### src/rtl/sc_intc_pkg.sv
package sc_intc_pkg;
  localparam int NSRC   = 32;
  localparam int AW     = 8;
  localparam int NPLANE = 7;
  localparam logic [AW-1:0] PLANE_BASE = 8'h40;
  localparam logic [AW-1:0] ADDR_RISE  = 8'h78;
  localparam logic [AW-1:0] ADDR_FALL  = 8'h7C;
  localparam logic [AW-1:0] ADDR_PND0  = 8'h54;
  localparam logic [AW-1:0] ADDR_PND1  = 8'h5C;
  localparam logic [AW-1:0] ADDR_TEST  = 8'h80;
  // plane order matters: it fixes each plane's address
  localparam int PL_TRIG0 = 0;
  localparam int PL_TRIG1 = 1;
  localparam int PL_TRIG2 = 2;
  localparam int PL_SRC   = 3;
  localparam int PL_STEER = 4;
  localparam int PL_WAKE  = 5;
  localparam int PL_MASK  = 6;

  typedef enum logic [2:0] {
    TRG_OFF  = 3'b000,
    TRG_RISE = 3'b001,
    TRG_FALL = 3'b010,
    TRG_BOTH = 3'b011,
    TRG_HIGH = 3'b101,
    TRG_LOW  = 3'b110
  } trig_e;

  function automatic logic [AW-1:0] set_addr(input int p);
    set_addr = PLANE_BASE + AW'(8 * p);
  endfunction

  function automatic logic [AW-1:0] clr_addr(input int p);
    clr_addr = PLANE_BASE + AW'(8 * p + 4);
  endfunction

  function automatic logic catches_rise(input logic [2:0] c);
    catches_rise = (c == TRG_RISE) || (c == TRG_BOTH);
  endfunction

  function automatic logic catches_fall(input logic [2:0] c);
    catches_fall = (c == TRG_FALL) || (c == TRG_BOTH);
  endfunction

  function automatic logic is_edge(input logic [2:0] c);
    is_edge = catches_rise(c) || catches_fall(c);
  endfunction

  // active condition of one source from its code, level and captures
  function automatic logic src_active(input logic [2:0] c, input logic lvl,
                                      input logic rcap, input logic fcap);
    case (c)
      TRG_RISE, TRG_FALL, TRG_BOTH: src_active = rcap | fcap;
      TRG_HIGH: src_active = lvl;
      TRG_LOW:  src_active = ~lvl;
      default:  src_active = 1'b0;
    endcase
  endfunction
endpackage

### src/rtl/sc_intc_plane.sv
module sc_intc_plane #(
  parameter int W = 32,
  parameter logic [W-1:0] RST_VAL = '0
) (
  input  logic         clk,
  input  logic         rst_n,
  input  logic         set_we,
  input  logic         clr_we,
  input  logic [W-1:0] wd,
  output logic [W-1:0] q
);
  always_ff @(posedge clk) begin
    if (!rst_n)      q <= RST_VAL;
    else if (set_we) q <= q | wd;
    else if (clr_we) q <= q & ~wd;
  end

  a_r2_set_bits: assert property (@(posedge clk) disable iff (!rst_n)
    set_we |=> ((q & $past(wd)) == $past(wd)));
  a_r2_clr_bits: assert property (@(posedge clk) disable iff (!rst_n)
    clr_we |=> ((q & $past(wd)) == '0));
  a_r2_others_kept: assert property (@(posedge clk) disable iff (!rst_n)
    (set_we || clr_we) |=> ((q & ~$past(wd)) == ($past(q) & ~$past(wd))));
endmodule

### src/rtl/sc_intc_sync.sv
module sc_intc_sync #(
  parameter int W = 32
) (
  input  logic         clk,
  input  logic         rst_n,
  input  logic [W-1:0] raw,
  output logic [W-1:0] lvl,
  output logic [W-1:0] rise_evt,
  output logic [W-1:0] fall_evt
);
  logic [W-1:0] stage1, prev;

  always_ff @(posedge clk) begin
    if (!rst_n) begin
      stage1 <= '0;
      lvl    <= '0;
      prev   <= '0;
    end else begin
      stage1 <= raw;
      lvl    <= stage1;
      prev   <= lvl;
    end
  end

  assign rise_evt = lvl & ~prev;
  assign fall_evt = ~lvl & prev;

  a_r9_two_stage: assert property (@(posedge clk) disable iff (!rst_n)
    1'b1 |=> ##1 (lvl == $past(raw, 2)));
endmodule

### src/rtl/sc_intc_eval.sv
module sc_intc_eval
  import sc_intc_pkg::*;
#(
  parameter int W = NSRC
) (
  input  logic         clk,
  input  logic         rst_n,
  input  logic [W-1:0] trig0,
  input  logic [W-1:0] trig1,
  input  logic [W-1:0] trig2,
  input  logic [W-1:0] steer,
  input  logic [W-1:0] wake_en,
  input  logic [W-1:0] mask,
  input  logic [W-1:0] lvl,
  input  logic [W-1:0] rise_evt,
  input  logic [W-1:0] fall_evt,
  input  logic [W-1:0] rise_clr,
  input  logic [W-1:0] fall_clr,
  output logic [W-1:0] rise_cap,
  output logic [W-1:0] fall_cap,
  output logic [W-1:0] pend0,
  output logic [W-1:0] pend1,
  output logic         wake
);
  logic [W-1:0] rise_mode, fall_mode, active, rise_hit, fall_hit;

  for (genvar n = 0; n < W; n++) begin : g_src
    logic [2:0] code;
    assign code         = {trig2[n], trig1[n], trig0[n]};
    assign rise_mode[n] = catches_rise(code);
    assign fall_mode[n] = catches_fall(code);
    assign active[n]    = src_active(code, lvl[n], rise_cap[n], fall_cap[n]);
  end

  assign rise_hit = rise_evt & rise_mode;
  assign fall_hit = fall_evt & fall_mode;

  always_ff @(posedge clk) begin
    if (!rst_n) begin
      rise_cap <= '0;
      fall_cap <= '0;
    end else begin
      rise_cap <= (rise_cap & ~rise_clr) | rise_hit;
      fall_cap <= (fall_cap & ~fall_clr) | fall_hit;
    end
  end

  assign pend0 = active & mask & steer;
  assign pend1 = active & mask & ~steer;
  assign wake  = |(active & wake_en);

  a_r4_sticky: assert property (@(posedge clk) disable iff (!rst_n)
    1'b1 |=> ((($past(rise_cap) & ~$past(rise_clr)) & ~rise_cap) == '0));
  a_r4_edge_wins: assert property (@(posedge clk) disable iff (!rst_n)
    1'b1 |=> ((rise_cap & $past(rise_hit)) == $past(rise_hit)));
  a_r3_mode_gated: assert property (@(posedge clk) disable iff (!rst_n)
    1'b1 |=> (((fall_cap & ~$past(fall_cap)) & ~$past(fall_mode)) == '0));
  a_r7_mask_gates: assert property (@(posedge clk) disable iff (!rst_n)
    (((pend0 | pend1) & ~mask) == '0));
endmodule

### src/rtl/sc_intc_top.sv
module sc_intc_top
  import sc_intc_pkg::*;
(
  input  logic        clk,
  input  logic        rst_n,
  input  logic        wr_en,
  input  logic        rd_en,
  input  logic [7:0]  addr,
  input  logic [31:0] wdata,
  output logic [31:0] rdata,
  output logic        rvalid,
  input  logic [31:0] src_in,
  output logic        req0,
  output logic        req1,
  output logic        wake
);
  logic [NSRC-1:0] plane_q [NPLANE];
  logic [NSRC-1:0] lvl, rise_evt, fall_evt, rise_cap, fall_cap, pend0, pend1;
  logic [NSRC-1:0] rise_clr, fall_clr, test_q, rd_mux;

  for (genvar p = 0; p < NPLANE; p++) begin : g_plane
    localparam logic [NSRC-1:0] RV = (p == PL_SRC) ? '1 : '0;
    logic set_hit, clr_hit;
    assign set_hit = wr_en && (addr == set_addr(p));
    assign clr_hit = wr_en && (addr == clr_addr(p));
    sc_intc_plane #(.W(NSRC), .RST_VAL(RV)) u_plane (
      .clk(clk), .rst_n(rst_n), .set_we(set_hit), .clr_we(clr_hit),
      .wd(wdata), .q(plane_q[p]));
  end

  assign rise_clr = (wr_en && addr == ADDR_RISE) ? wdata : '0;
  assign fall_clr = (wr_en && addr == ADDR_FALL) ? wdata : '0;

  sc_intc_sync #(.W(NSRC)) u_sync (
    .clk(clk), .rst_n(rst_n), .raw(src_in), .lvl(lvl),
    .rise_evt(rise_evt), .fall_evt(fall_evt));

  sc_intc_eval #(.W(NSRC)) u_eval (
    .clk(clk), .rst_n(rst_n),
    .trig0(plane_q[PL_TRIG0]), .trig1(plane_q[PL_TRIG1]),
    .trig2(plane_q[PL_TRIG2]), .steer(plane_q[PL_STEER]),
    .wake_en(plane_q[PL_WAKE]), .mask(plane_q[PL_MASK]),
    .lvl(lvl), .rise_evt(rise_evt), .fall_evt(fall_evt),
    .rise_clr(rise_clr), .fall_clr(fall_clr),
    .rise_cap(rise_cap), .fall_cap(fall_cap),
    .pend0(pend0), .pend1(pend1), .wake(wake));

  always_ff @(posedge clk) begin
    if (!rst_n) test_q <= '0;
    else if (wr_en && addr == ADDR_TEST) test_q <= wdata;
  end

  always_comb begin
    rd_mux = '0;
    for (int p = 0; p < NPLANE; p++)
      if (addr == set_addr(p)) rd_mux = plane_q[p];
    if (addr == ADDR_PND0) rd_mux = pend0;
    if (addr == ADDR_PND1) rd_mux = pend1;
    if (addr == ADDR_RISE) rd_mux = rise_cap;
    if (addr == ADDR_FALL) rd_mux = fall_cap;
    if (addr == ADDR_TEST) rd_mux = test_q;
  end

  always_ff @(posedge clk) begin
    if (!rst_n) begin
      rdata  <= '0;
      rvalid <= 1'b0;
    end else begin
      rvalid <= rd_en;
      if (rd_en) rdata <= rd_mux;
    end
  end

  assign req0 = |pend0;
  assign req1 = |pend1;

  a_r11_read_valid: assert property (@(posedge clk) disable iff (!rst_n)
    rd_en |=> rvalid);
  a_r11_no_spurious: assert property (@(posedge clk) disable iff (!rst_n)
    !rd_en |=> !rvalid);
  a_r7_masked_quiet: assert property (@(posedge clk) disable iff (!rst_n)
    (plane_q[PL_MASK] == '0) |-> (!req0 && !req1));
  a_r6_steer0_only: assert property (@(posedge clk) disable iff (!rst_n)
    (plane_q[PL_STEER] == '0) |-> !req0);
endmodule

### config.mk
export PLATFORM = sky130hd
export DESIGN_NAME = sc_intc_top
export DESIGN_NICKNAME = d
export VERILOG_FILES = /design/src/rtl/sc_intc_pkg.sv /design/src/rtl/sc_intc_plane.sv /design/src/rtl/sc_intc_sync.sv /design/src/rtl/sc_intc_eval.sv /design/src/rtl/sc_intc_top.sv
export SDC_FILE = /design/constraint.sdc
export NUM_CORES = 1
export LEC_CHECK = 0
export ABC_AREA = 1
export BUFFER_PORTS_ARGS = -buffer_cell sky130_fd_sc_hd__buf_2
export CAP_MARGIN = 0
export CORE_AREA = 4 4 221 223
export DETAILED_ROUTE_END_ITERATION = 16
export DIE_AREA = 0 0 225 227
export PLACE_DENSITY = 0.73
export SYNTH_ARGS = -nofsm -noshare
export SYNTH_HDL_FRONTEND = slang
export SYNTH_SLANG_ARGS = --single-unit
### constraint.sdc
create_clock -name clk -period 1.4 [get_ports clk]
set_input_delay 0 -clock clk [delete_from_list [all_inputs] [get_ports clk]]
set_output_delay 0 -clock clk [all_outputs]
set_load 0.02 [all_outputs]
==> impl_summary.md <==
Placed design
The post-placement cell area is 25,500 um2. The worst slack at placement is -0.653 ns. The sum of net half-perimeters after detailed placement is 51,600 um. The number of cells after detailed placement is 4,015.

Routability-driven placement finished with a final weighted congestion of 0.986. During placement, the flow inserted port buffers numbering 111.

STA
The count of endpoints failing hold in the final timing report was 0. The number of pins exceeding their max-slew limit in the final report came to 0. The clock skew after layout is around 0.0078 ns.

The final number of setup-violating endpoints is 35. The final hold slack is 0.0704 ns. Of the available clock period, the critical path in the final layout requires 1.80. Adding up every negative setup slack in the final design gives -7.44 ns. The normalized max-slew margin is 0.689.

Derived from the worst setup path, the maximum achievable clock frequency is ~400 MHz. The clock period minus worst slack is 2.52 ns. Setup repair after global routing could not meet its margin everywhere.

The worst-margin pin slew is around 0.46 ns. The final worst slack is -1.12 ns.

Worst hold path
The type of the worst min-delay path is in2reg. The worst min-delay path startpoint is wr_en.

Pwr
The largest voltage drop on the vdd net is ~0.95 mV. The share of total power dissipated in the clock network is 0.464. The net switching power is about 6.5 mW. Of the total power, the share spent switching nets is 0.237. The sequential cell fraction of total power is 0.476. The static power due to leakage is roughly 13 nW. The overall power after layout is 27.2 mW.

Of the total power, combinational logic draws 0.059. In this run the power density over the cells is 923 nW/um2. The internal power is 20.7 mW.

Finish
Of the cells placed in the final design, the portion with a size suffix greater than 1 is 0.299. Leaving out fill and tap cells, the most frequent cells in the layout are sky130_fd_sc_hd__nand2_1, sky130_fd_sc_hd__buf_4, sky130_fd_sc_hd__dfxtp_1, sky130_fd_sc_hd__a21oi_1, sky130_fd_sc_hd__o21ai_0. The layout filler cell count is a little under 4,000.

The count of placed standard cells in the final layout, fillers left out is 4,217. The cell area after layout is 29,500 um2. Leaving out fill and tap cells, the most frequent cell in the layout is sky130_fd_sc_hd__nand2_1. The final standard cell utilization of the core is 0.633. The final layout net count is 3,650. The area growth from synthesis to final layout is 41.4%.

Die
Measured along the x axis, the die boundary spans 225 um. After floorplanning, the core was divided into 79 placement rows. The effective utilization at floorplan is 0.448. The die covers 51,100 um2. For this design the top-level I/O count stands at approximately 110. The die outline height is 227 um. The total area inside the core boundary comes to 46,600 um2.

Synthesis
The fraction of the yosys area taken by sequential cells is 0.431. In this run, synthesis produced a sequential element count of 449. In this run the mean area of a mapped cell was 6.93 um2. After synthesis the cells add up to ~21,000 um2. Of all flip-flops after synthesis, the portion carrying an async set or reset was 0. The number of instances in the synthesized netlist is ~3,000. Counting flops with a built-in enable in the synthesized netlist gives 0. The number of distinct standard cells referenced by the synthesized netlist is between 40 and 50. The most used flip-flop cell after synthesis is sky130_fd_sc_hd__dfxtp_1. The Yosys step of the flow raised 0 warnings.

When the netlist entered floorplanning its net count stood at 3,084.

Routing
The routed layout has 24,000 vias. The remaining antenna violation count is 0. The first TritonRoute pass finished after 9 iterations.

The first routing iteration left 3,018 violations. The via density per instance is around 5.7. For this run, design rule violations remaining after detail routing come to 0. The routed design has slightly above 80,000 um of wire. After detailed routing, the average wire length per cell comes to 19.1 um.

Global route
The initial antenna violation count is 3. For this run, the total global-route usage over all layers was measured as 0.303. The first global-routing pass estimated 124,000 um of wire. The residual overflow from global routing is 0. The number of global-route vias before repair was ~23,000. The largest net degree at the start of global routing is 76.

Critical path
The slack of the worst reg-to-reg path is -0.40 ns. The required time reported for the critical path endpoint is between 1 and 1.5 ns. The reg-to-reg critical path startpoint is u_sync.lvl[4]$_SDFF_PN0_. The worst endpoint data arrival time is approximately 2.5 ns. The kind of end point of the critical path is a primary output. The worst setup path is launched from a flop. The largest driver fanout on the critical path is 4. Tracing the worst setup path back leads to its startpoint at u_sync.lvl[3]$_SDFF_PN0_. The critical path is of the reg2out type.

Clock tree
Counting the buffers created by CTS gives 49. No sink is reached through more buffers than the 3 on the longest clock path. The number of clock sinks is 449.

The H-tree was split into 2 levels. The clock tree from TritonCTS is built. After clock tree synthesis, the clock-pin slew on the worst setup and hold paths is 0.06 ns. The master cell of the clock root buffer is sky130_fd_sc_hd__clkbuf_16. The clock latency on the worst-skew pair is 0.60 ns.

Run status
The flow ran to the end, but the final reports show violations. The final reports fail on setup timing.

Job
The reported max-cap violation count is 0.
[worst paths after layout]
path / end / cells past startpoint
setup / recovery: wake / 9
hold / removal: u_eval.rise_cap[7]$_SDFF_PN0_ / 5
setup reg to reg: rdata[4]$_SDFFE_PN0P_ / 12
hold reg to reg: u_sync.lvl[17]$_SDFF_PN0_ / 2
[worst max-delay path: stages (launching register included)]
cell and delay, ns:
sky130_fd_sc_hd__dfxtp_2 0.34, sky130_fd_sc_hd__inv_2 0.06, sky130_fd_sc_hd__nor2_2 0.03, sky130_fd_sc_hd__o31a_1 0.35
sky130_fd_sc_hd__nand2_1 0.09, sky130_fd_sc_hd__nand4_1 0.24, sky130_fd_sc_hd__nor4_2 0.42, sky130_fd_sc_hd__buf_4 0.18
sky130_fd_sc_hd__nand3_4 0.07, sky130_fd_sc_hd__buf_6 0.15
[cell type report]
| cell class | count | area (um2) | area share |
|---|---|---|---|
| Antenna cell | 2 | 5.00 | 0.000170 |
| Clock buffer | 67 | 1430 | 0.0484 |
| Clock inverter | 18 | 121 | 0.00412 |
| Inverter | 311 | 1180 | 0.0401 |
| Multi-Input combinational cell | 2075 | 11000 | 0.374 |
| Sequential cell | 449 | 9160 | 0.311 |
| Tap cell | 607 | 759 | 0.0258 |
| Timing Repair Buffer | 688 | 5800 | 0.197 |
[power by group through the flow]
stage          sequential, mW  combinational [mW]  clock, mW
6_report                 13.0                1.61       12.6
5_1_grt                  13.0                1.72       13.3
4_1_cts                  13.0                1.58       12.8
3_5_place_dp             13.3                1.29          0
3_3_place_gp             13.3                1.28          0
2_1_floorplan            13.3               0.589          0
[repair_timing]
action	4_1_cts	5_1_grt
hold endpoints to repair	370	0
buffers inserted	55	7
resized for setup	331	177
hold buffers	84	0
pin swaps	110	111
setup endpoints to repair	35	48
[cell usage after synthesis, types with 10 or more instances]
cell	instances	area [um2]
sky130_fd_sc_hd__nand2_1	581	2180
sky130_fd_sc_hd__dfxtp_1	449	8990
sky130_fd_sc_hd__a21oi_1	349	1750
sky130_fd_sc_hd__nor2_1	322	1210
sky130_fd_sc_hd__o21ai_0	310	1550
sky130_fd_sc_hd__inv_1	279	1050
sky130_fd_sc_hd__nand3_1	210	1050
sky130_fd_sc_hd__clkbuf_1	110	413
sky130_fd_sc_hd__nand4_1	95	594
sky130_fd_sc_hd__buf_2	48	240
sky130_fd_sc_hd__a311oi_1	47	412
sky130_fd_sc_hd__o311ai_0	32	280
sky130_fd_sc_hd__nor3_1	30	150
sky130_fd_sc_hd__clkinv_1	21	78.8
sky130_fd_sc_hd__nor4_1	11	68.8
sky130_fd_sc_hd__o211ai_1	11	82.6
sky130_fd_sc_hd__inv_2	10	37.5
[cells by family after synthesis]
group	after synthesis	synth area share
buffers and inverters	484	0.0920
AO/OA/AOI/OAI	776	0.206
AND/OR/NAND/NOR	1299	0.271
flip-flops	449	0.431
[routing by layer]
metal  global-route usage  wire length (um)
met4                0.154              4320
met2                0.486             36000
met3               0.0712              8850
met1                0.383             31200
met5                    0                13
(Power assumes the default switching activity.)
